**src/rtl/card_rx_pkg.sv**
```systemverilog
package card_rx_pkg;
  typedef enum logic [2:0] {
    ST_IDLE,
    ST_WAIT,
    ST_DATA,
    ST_CRC,
    ST_END
  } rx_state_e;

  localparam int unsigned STAT_RDY_BIT = 1;
  localparam int unsigned STAT_END_BIT = 3;
  localparam int unsigned STAT_CRC_BIT = 21;
  localparam int unsigned STAT_OVR_BIT = 30;
endpackage

```
**src/rtl/card_rx_crc_lane.sv**
```systemverilog
module card_rx_crc_lane #(
  parameter int unsigned CRC_W = 16,
  parameter logic [CRC_W-1:0] POLY = 16'h1021
) (
  input  logic clk_i,
  input  logic rst_ni,
  input  logic clr_i,
  input  logic en_i,
  input  logic bit_i,
  output logic rem_zero_o
);
  logic [CRC_W-1:0] crc_q;
  logic             fb;

  assign fb = bit_i ^ crc_q[CRC_W-1];

  // running division over payload and received CRC: zero remainder means match
  always_ff @(posedge clk_i or negedge rst_ni) begin
    if (!rst_ni)     crc_q <= '0;
    else if (clr_i)  crc_q <= '0;
    else if (en_i)   crc_q <= {crc_q[CRC_W-2:0], 1'b0} ^ ({CRC_W{fb}} & POLY);
  end

  assign rem_zero_o = (crc_q == '0);
endmodule

```
**src/rtl/card_rx_packer.sv**
```systemverilog
module card_rx_packer #(
  parameter int unsigned WORD_W = 32,
  parameter int unsigned LANES  = 4
) (
  input  logic              clk_i,
  input  logic              rst_ni,
  input  logic              clr_i,
  input  logic              en_i,
  input  logic              wide_i,
  input  logic [LANES-1:0]  dat_i,
  output logic [WORD_W-1:0] word_o,
  output logic              last_o
);
  localparam int unsigned CNT_W       = $clog2(WORD_W);
  localparam int unsigned BEATS_WIDE  = WORD_W / LANES;

  logic [WORD_W-1:0] sh_q;
  logic [CNT_W-1:0]  cnt_q;
  logic [CNT_W-1:0]  limit;

  assign limit  = wide_i ? CNT_W'(BEATS_WIDE - 1) : CNT_W'(WORD_W - 1);
  assign word_o = wide_i ? {sh_q[WORD_W-LANES-1:0], dat_i} : {sh_q[WORD_W-2:0], dat_i[0]};
  assign last_o = en_i && (cnt_q == limit);

  always_ff @(posedge clk_i or negedge rst_ni) begin
    if (!rst_ni) begin
      sh_q  <= '0;
      cnt_q <= '0;
    end else if (clr_i) begin
      cnt_q <= '0;
    end else if (en_i) begin
      sh_q  <= word_o;
      cnt_q <= last_o ? '0 : cnt_q + 1'b1;
    end
  end
endmodule

```
**src/rtl/card_blk_rx.sv**
```systemverilog
module card_blk_rx
  import card_rx_pkg::*;
#(
  parameter int unsigned LEN_W    = 16,
  parameter int unsigned WORD_W   = 32,
  parameter int unsigned LANES    = 4,
  parameter int unsigned CRC_W    = 16,
  parameter logic [CRC_W-1:0] CRC_POLY = 16'h1021
) (
  input  logic              clk_i,
  input  logic              rst_ni,
  input  logic              arm_i,
  input  logic              wide_i,
  input  logic [LEN_W-1:0]  blk_len_i,
  input  logic [LANES-1:0]  dat_i,
  input  logic              rd_i,
  output logic [WORD_W-1:0] rdata_o,
  output logic              rx_ready_o,
  output logic              blk_end_o,
  output logic              crc_err_o,
  output logic              overrun_o,
  output logic [31:0]       status_o
);
  localparam int unsigned WCNT_W = LEN_W - 2;
  localparam int unsigned CCNT_W = $clog2(CRC_W);

  rx_state_e         state_q, state_d;
  logic              wide_q;
  logic [WCNT_W-1:0] words_q, wcnt_q;
  logic [CCNT_W-1:0] ccnt_q;
  logic [WORD_W-1:0] rdata_q, word_nxt;
  logic              word_last, last_word;
  logic              rdy_q, end_q, err_q, ovr_q;
  logic [LANES-1:0]  lane_act, rem_zero;
  logic              in_wait, in_data, in_crc, in_end;

  assign in_wait   = (state_q == ST_WAIT);
  assign in_data   = (state_q == ST_DATA);
  assign in_crc    = (state_q == ST_CRC);
  assign in_end    = (state_q == ST_END);
  assign last_word = word_last && (wcnt_q == words_q - 1'b1);

  card_rx_packer #(.WORD_W(WORD_W), .LANES(LANES)) u_pack (
    .clk_i  (clk_i),
    .rst_ni (rst_ni),
    .clr_i  (!in_data),
    .en_i   (in_data),
    .wide_i (wide_q),
    .dat_i  (dat_i),
    .word_o (word_nxt),
    .last_o (word_last)
  );

  for (genvar l = 0; l < LANES; l++) begin : g_lane
    if (l == 0) begin : g_main
      assign lane_act[l] = 1'b1;
    end else begin : g_aux
      assign lane_act[l] = wide_q;
    end
    card_rx_crc_lane #(.CRC_W(CRC_W), .POLY(CRC_POLY)) u_crc (
      .clk_i      (clk_i),
      .rst_ni     (rst_ni),
      .clr_i      (arm_i || in_wait),
      .en_i       (in_data || in_crc),
      .bit_i      (dat_i[l]),
      .rem_zero_o (rem_zero[l])
    );
  end

  always_comb begin
    state_d = state_q;
    unique case (state_q)
      ST_WAIT: if (!dat_i[0]) state_d = (words_q == '0) ? ST_CRC : ST_DATA;
      ST_DATA: if (last_word) state_d = ST_CRC;
      ST_CRC:  if (ccnt_q == CCNT_W'(CRC_W - 1)) state_d = ST_END;
      ST_END:  state_d = ST_IDLE;
      default: ;
    endcase
    if (arm_i) state_d = ST_WAIT;
  end

  always_ff @(posedge clk_i or negedge rst_ni) begin
    if (!rst_ni) begin
      state_q <= ST_IDLE;
      wide_q  <= 1'b0;
      words_q <= '0;
      wcnt_q  <= '0;
      ccnt_q  <= '0;
    end else begin
      state_q <= state_d;
      if (arm_i) begin
        wide_q  <= wide_i;
        words_q <= blk_len_i[LEN_W-1:2];
        wcnt_q  <= '0;
        ccnt_q  <= '0;
      end else begin
        if (in_data && word_last) wcnt_q <= wcnt_q + 1'b1;
        if (in_crc)               ccnt_q <= ccnt_q + 1'b1;
      end
    end
  end

  always_ff @(posedge clk_i or negedge rst_ni) begin
    if (!rst_ni) begin
      rdata_q <= '0;
      rdy_q   <= 1'b0;
      end_q   <= 1'b0;
      err_q   <= 1'b0;
      ovr_q   <= 1'b0;
    end else if (arm_i) begin
      rdy_q <= 1'b0;
      end_q <= 1'b0;
      err_q <= 1'b0;
      ovr_q <= 1'b0;
    end else begin
      if (in_data && word_last) begin
        rdata_q <= word_nxt;
        rdy_q   <= 1'b1;
        if (rdy_q && !rd_i) ovr_q <= 1'b1;
      end else if (rd_i) begin
        rdy_q <= 1'b0;
      end
      if (in_end) begin
        end_q <= 1'b1;
        err_q <= (|(lane_act & ~dat_i)) || (|(lane_act & ~rem_zero));
      end
    end
  end

  always_comb begin
    status_o               = '0;
    status_o[STAT_RDY_BIT] = rdy_q;
    status_o[STAT_END_BIT] = end_q;
    status_o[STAT_CRC_BIT] = err_q;
    status_o[STAT_OVR_BIT] = ovr_q;
  end

  assign rdata_o    = rdata_q;
  assign rx_ready_o = rdy_q;
  assign blk_end_o  = end_q;
  assign crc_err_o  = err_q;
  assign overrun_o  = ovr_q;
endmodule

```
**config.mk**
```make
export PLATFORM = sky130hd
export DESIGN_NAME = card_blk_rx
export DESIGN_NICKNAME = d
export VERILOG_FILES = /design/src/rtl/card_rx_pkg.sv /design/src/rtl/card_rx_crc_lane.sv /design/src/rtl/card_rx_packer.sv /design/src/rtl/card_blk_rx.sv
export SDC_FILE = /design/constraint.sdc
export NUM_CORES = 1
export LEC_CHECK = 0
export BUFFER_PORTS_ARGS = -buffer_cell sky130_fd_sc_hd__buf_2
export CAP_MARGIN = 20
export CORE_MARGIN = 2
export CORE_UTILIZATION = 45
export DETAILED_ROUTE_END_ITERATION = 12
export SLEW_MARGIN = 20
export SYNTH_ARGS = -nofsm -noshare
export SYNTH_HDL_FRONTEND = slang
export SYNTH_SLANG_ARGS = --single-unit
```
**constraint.sdc**
```tcl
create_clock -name clk_i -period 3.8 [get_ports clk_i]
set_input_delay 0.76 -clock clk_i [delete_from_list [all_inputs] [get_ports clk_i]]
set_output_delay 0.76 -clock clk_i [all_outputs]
set_load 0.005 [all_outputs]
```
Word level (Yosys, flattened, before mapping)
Cells that the tools add are included.
Storage, ports and cells
  bits of input ports: 25
  register bits: 172
  word-level logic and storage cells: 100
  output and inout bits: 68
Operators by class
  mux-type cells: 32
  reductions and logical operators: 25
  equal/unequal tests: 10
  $add $sub $neg: 4
  bitwise gates (word level): 13
Operators by type and width (number)
  16-bit 2-to-1 mux: 8
  16-bit zero test: 4
  16-bit by 13-bit bitwise XOR with 16-bit output: 4
  32-bit 2-to-1 mux: 1
  14-bit 2-to-1 mux: 2
  5-bit 2-to-1 mux: 3
  14-bit by 1-bit adder with 14-bit output, second input constant: 1
  14-bit == test: 1
  14-bit zero test: 1
  14-bit by 1-bit subtractor with 14-bit output, second input constant: 1
  3-bit 2-to-1 mux: 4
  3-bit case mux with 4 select lines: 1
  1-bit 2-to-1 mux: 11
  2-bit nonzero test: 5
  4-bit AND: 2
  4-bit 2-to-1 mux: 2
  4-bit NOT: 2
  4-bit OR reduction: 2
  3-bit by 2-bit == test with 1-bit output, second input constant: 2
  3-bit inequality test, second input constant: 2
  5-bit by 1-bit adder with 5-bit output, second input constant: 1
  5-bit == test: 1
  5-bit nonzero test: 1
  4-bit by 1-bit adder with 4-bit output, second input constant: 1
  other kinds (12): 21

Longest topological paths before layout
  depth after elaboration: 7
  gate-level depth with buffers: 8
  mapped depth without buffers: 8

Modules after synthesis
From an unflattened synthesis, not the netlist that was laid out.
Unflattened totals
  cells, all modules: 792
  area, all modules: 8486.9 um^2
By module, submodules not included
  card_blk_rx: area an instance 3731.1 um^2, cells each 344, sequential area each 1801.7 um^2, times used 1
  card_rx_crc_lane: area an instance 721.9 um^2, cells each 62, sequential area each 400.4 um^2, times used 4
  card_rx_packer: area an instance 1868.0 um^2, cells each 200, sequential area each 900.9 um^2, times used 1

Least setup slack after synthesis
Ideal clock, no wire load.
  kind: register to register
  start point: reg words_q[0]
  end point: reg state_q[0]
  stages on the path, launching flop included: 9
  data arrival time: 2348 ps
  clock period less this slack: 2426 ps
  slack: 1374 ps
  required time: 3722 ps
  buffers on the path: 0
  library setup time: 78 ps
  cells stage by stage: dfrtp_1 inv_1 ha_1 nor3b_1 and2_1 a41oi_1 or4b_1 or4_1 a21oi_1
Between the ends
  longest elaborated chain between the ends: 5
  elaborated cells between the ends (all ways): 10
  those cells by class: add/sub: 1; eq/ne: 2; mux: 4; reduce/logical: 3
Ends and longest elaborated chain
  start, declared: RTL line card_blk_rx.sv:29  | logic [WCNT_W-1:0] words_q, wcnt_q;
  start signal, assigned: RTL line card_blk_rx.sv:93  | words_q <= blk_len_i[LEN_W-1:2];
  14-bit by 1-bit subtractor with 14-bit output / 14-bit zero test (equally long branches): RTL line card_blk_rx.sv:41, card_blk_rx.sv:73
  14-bit == test / 1-bit 2-to-1 mux (equally long branches): RTL line card_blk_rx.sv:41, card_blk_rx.sv:73
  1-bit logical AND / 3-bit 2-to-1 mux (equally long branches): RTL line card_blk_rx.sv:41, card_blk_rx.sv:73
  3-bit inequality test (no source line) / 3-bit case mux with 4 select lines (equally long branches)
  4-bit AND reduction (no source line) / 3-bit 2-to-1 mux (equally long branches)
  end signal, assigned: RTL line card_blk_rx.sv:90  | state_q <= state_d;
  end, declared: RTL line card_blk_rx.sv:27  | rx_state_e state_q, state_d;
Several ways; a longest one is shown, not always the timed one. The select of a mux whose other input is x is not followed.
A chain may end at the register's enable or synchronous reset.

Worst setup path in the final report
Ends and elaborated chain as after synthesis.

==> summary.txt <==
Clocking
  – CTS sink cnt: 172
  – Hold Buf Count CTS: 0
  – H-tree depth: 4
  – CTS Buf Count: 17
  – Cts repair resizes: 0
  – Clock slew at reported path FFs: 70 ps
  – Root Driver: clkbuf_16
  – CTS tree: yes
  – Post-CTS setup buffer count: 0
  – CTS Buffer Depth: 2
  – Skew-Pair Late Insertion Delay: 440 ps

Timing
  – RSZ-0062 raised after global routing: no
  – Max Slew Vio Count: 0
  – Final Hold Viols: 0
  – Setup TNS Final: 0 ps
  – Worst slew pin tran: 944 ps
  – Slew HR: 37.1%
  – Max Clk Rate: 0.354 GHz
  – Final Critical Period: 2820 ps
  – Clk_skew: 17.0 ps
  – Final worst setup slack: 978 ps
  – Fin crit share: 74.3%
  – # setup viols final: 0

Placed design
  – Gp weighted congestion: 0.803
  – Pre-CTS WS: 1050 ps
  – HPWL Detailed: 10800 um
  – IO Port Bufs: 62

Power and ir drop
  – Leak: 0.00398 uW
  – VDD IR max: 344 uV
  – Clock power frac: 32.7%
  – Power Dens Cells: 597 nW/um^2
  – Pint: 3450 uW
  – Switch Pwr: 1920 uW
  – Sw Ratio: 35.7%
  – Comb power frac: 23.8%
  – Seq pwr share: 43.4%

Global routing
  – Tot GR Track Use: 18.4%
  – Initial antenna violation count: 0
  – Grt total ovfl: 0
  – First-pass GRT wire length: 27400 um
  – Vias in the first global route: 5611
  – Largest net degree at the start of global routing: 100

Setup path
  – Worst-path cell chain: inv_1, ha_1, nor3b_1, and2_1, a41oi_1, or4b_1, or4_1, a21oi_1
  – Reg2reg path depth: 8
  – Crit path DAT: 3170 ps
  – Worst Path Class, Setup: flop to flop
  – CP max stage delay: 540 ps
  – Critical Path Start Type: flop
  – Crit-path max FO: 5
  – Slowest-stage cell, CP: nor3b_1
  – CP Capture Type: flop
  – Worst Path Required: 4150 ps

Synth
  – Synth async-reset ratio: 100%
  – Netlist cell types: 47
  – Primary FF master, synth: dfrtp_1
  – Seq/Total Area, Yosys: 54.1%
  – Synthesized flop and latch total: 172
  – Yosys warnings: 0
  – EDFF count, synth: 0
  – Synthesized area per cell: 9.67 sq um
  – Mapped Area: 7960 sq um
  – Mapped Cells: 823

Layout
  – Area Growth Syn to Fin: 12.8%
  – Total Nets Final: 890
  – Ant diodes: 0
  – Share of post-route cells with drive strength above 1: 14.8%
  – Most common cell after layout, fill and taps aside: dfrtp_1
  – Util after Layout: 51.9%
  – Commonest cells after routing, fill and taps aside: 171 x dfrtp_1, 136 x nand2_1, 133 x a21oi_1

Run
  – Max-Cap Viols: 0

Die
  – Die Footprint: 18800 sq um
  – I/O pin count: 93
  – Die Height: 137 um
  – Die X-Extent: 137 um
  – Initial Utilization: 46.0%
  – Total core area: 17300 sq um
  – Row count: 48

Routing
  – Vias per cell: 5.22
  – Antenna-violating nets left: 0
  – Mean routed wirelength per cell: 14.9 um
  – Routed vias: 5735
  – Iter 0 DRT Violations: 353
  – DRT Pass-1 Iters: 4
  – Final Routed Wirelength: 16400 um
  – DRC viols: 0

Hold path
  – Hold Crit Class: input port to async pin

Outcome
  – Status: finished clean
==> flip-flops by register name, indices dropped and copies added (netlist names) <==
name                count
overrun_o               1
g_lane.u_crc.crc_q     64
wide_q                  1
rdata_o                32
blk_end_o               1
ccnt_q                  4
state_q                 3
wcnt_q                 14
u_pack.sh_q            31
rx_ready_o              1
u_pack.cnt_q            5
words_q                14
crc_err_o               1
==> stage by stage <==
stage / hold WS (ps) / std cells / cell area, sq um / power [uW]
2_1_floorplan: 430 / 850 / 8060 / 3280
6_report: 429 / 1098 / 8980 / 5360
5_1_grt: 479 / 1098 / 8980 / 5690
4_1_cts: 466 / 1097 / 8950 / 5390
3_3_place_gp: 444 / 1065 / 8350 / 3580
3_5_place_dp: 456 / 1065 / 8350 / 3630
==> worst max-delay path, delay by kind of cell (launching register included) <==
kind / cells / cell delay (ps)
and+or+nand+nor: 4 / 1700
DFF: 1 / 420
AOI/OAI and AO/OA: 2 / 300
adders and majority gates: 1 / 200
buffers and inverters: 1 / 110
==> layout make-up <==
type,instances,area [sq um]
fillers,1604,8320
flip-flops and latches,172,4310
multi-input cells,592,3340
repair buffers,72,437
clock buffers,17,425
well taps,225,282
clock inverters,15,173
inverters,5,18.8
==> power by group through the flow <==
| stage | Sequential, uW | Combinational (uW) | Clock, uW |
|---|---|---|---|
| final | 2330 | 1280 | 1750 |
| after global routing | 2370 | 1440 | 1880 |
| after CTS | 2330 | 1270 | 1790 |
| after detailed placement | 2360 | 1260 | 0 |
| after global placement | 2350 | 1230 | 0 |
| after floorplan | 2280 | 1000 | 0 |
==> synthesized netlist by cell type, types with 3 or more instances <==
cell | n | area, sq um
a211oi_1 | 3 | 22.5
a21oi_1 | 133 | 666
and3_1 | 7 | 43.8
buf_1 | 8 | 30.0
buf_4 | 34 | 255
clkbuf_1 | 38 | 143
dfrtp_1 | 172 | 4300
ha_1 | 5 | 62.6
inv_1 | 5 | 18.8
mux2_2 | 15 | 169
mux2i_1 | 32 | 320
nand2_1 | 136 | 510
nand2b_1 | 5 | 31.3
nand3_1 | 7 | 35.0
nand4_1 | 10 | 62.6
nor2_1 | 93 | 349
nor3_1 | 14 | 70.1
nor4_1 | 15 | 93.8
nor4b_1 | 3 | 26.3
o21ai_0 | 8 | 40.0
or3_1 | 4 | 25.0
xnor2_1 | 15 | 131
xor2_1 | 33 | 289
==> worst paths after layout <==
check                                          start                                   end  slack (ps)
max in group asynchronous                     rst_ni  g_lane[3].u_crc.crc_q[7]$_DFFE_PN0P_        2550
min in group clk_i         u_pack.cnt_q[0]$_DFF_PN0_             u_pack.cnt_q[0]$_DFF_PN0_         470
min reg2reg                u_pack.cnt_q[0]$_DFF_PN0_             u_pack.cnt_q[0]$_DFF_PN0_         470
max                           words_q[0]$_DFFE_PN0P_                state_q[0]$_DFFE_PN0P_         980
max reg2reg                   words_q[0]$_DFFE_PN0P_                state_q[0]$_DFFE_PN0P_         980
min                                           rst_ni  g_lane[0].u_crc.crc_q[2]$_DFFE_PN0P_         430
==> cell families (layout without fill, tap and decap cells) <==
family | Yosys count | count (layout) | share of synthesized area, %
simple gates | 308 | 308 | 17.3
flops | 172 | 172 | 54.1
compound gates | 155 | 155 | 10.6
buf+inv | 86 | 109 | 5.68
xor+xnor | 48 | 48 | 5.28
mux | 47 | 47 | 6.15
fa+ha+maj | 6 | 6 | 0.912
other cells | 1 | 28 | 0.0471
==> per-layer routing <==
layer,wire (um),up-vias,GRT usage [%]
met3,469,10,3.81
met1,7660,2832,24.8
li1,-,2806,-
met4,142,0,5.96
met2,8110,87,29.8
met5,0,-,0
(Power assumes the default switching activity.)
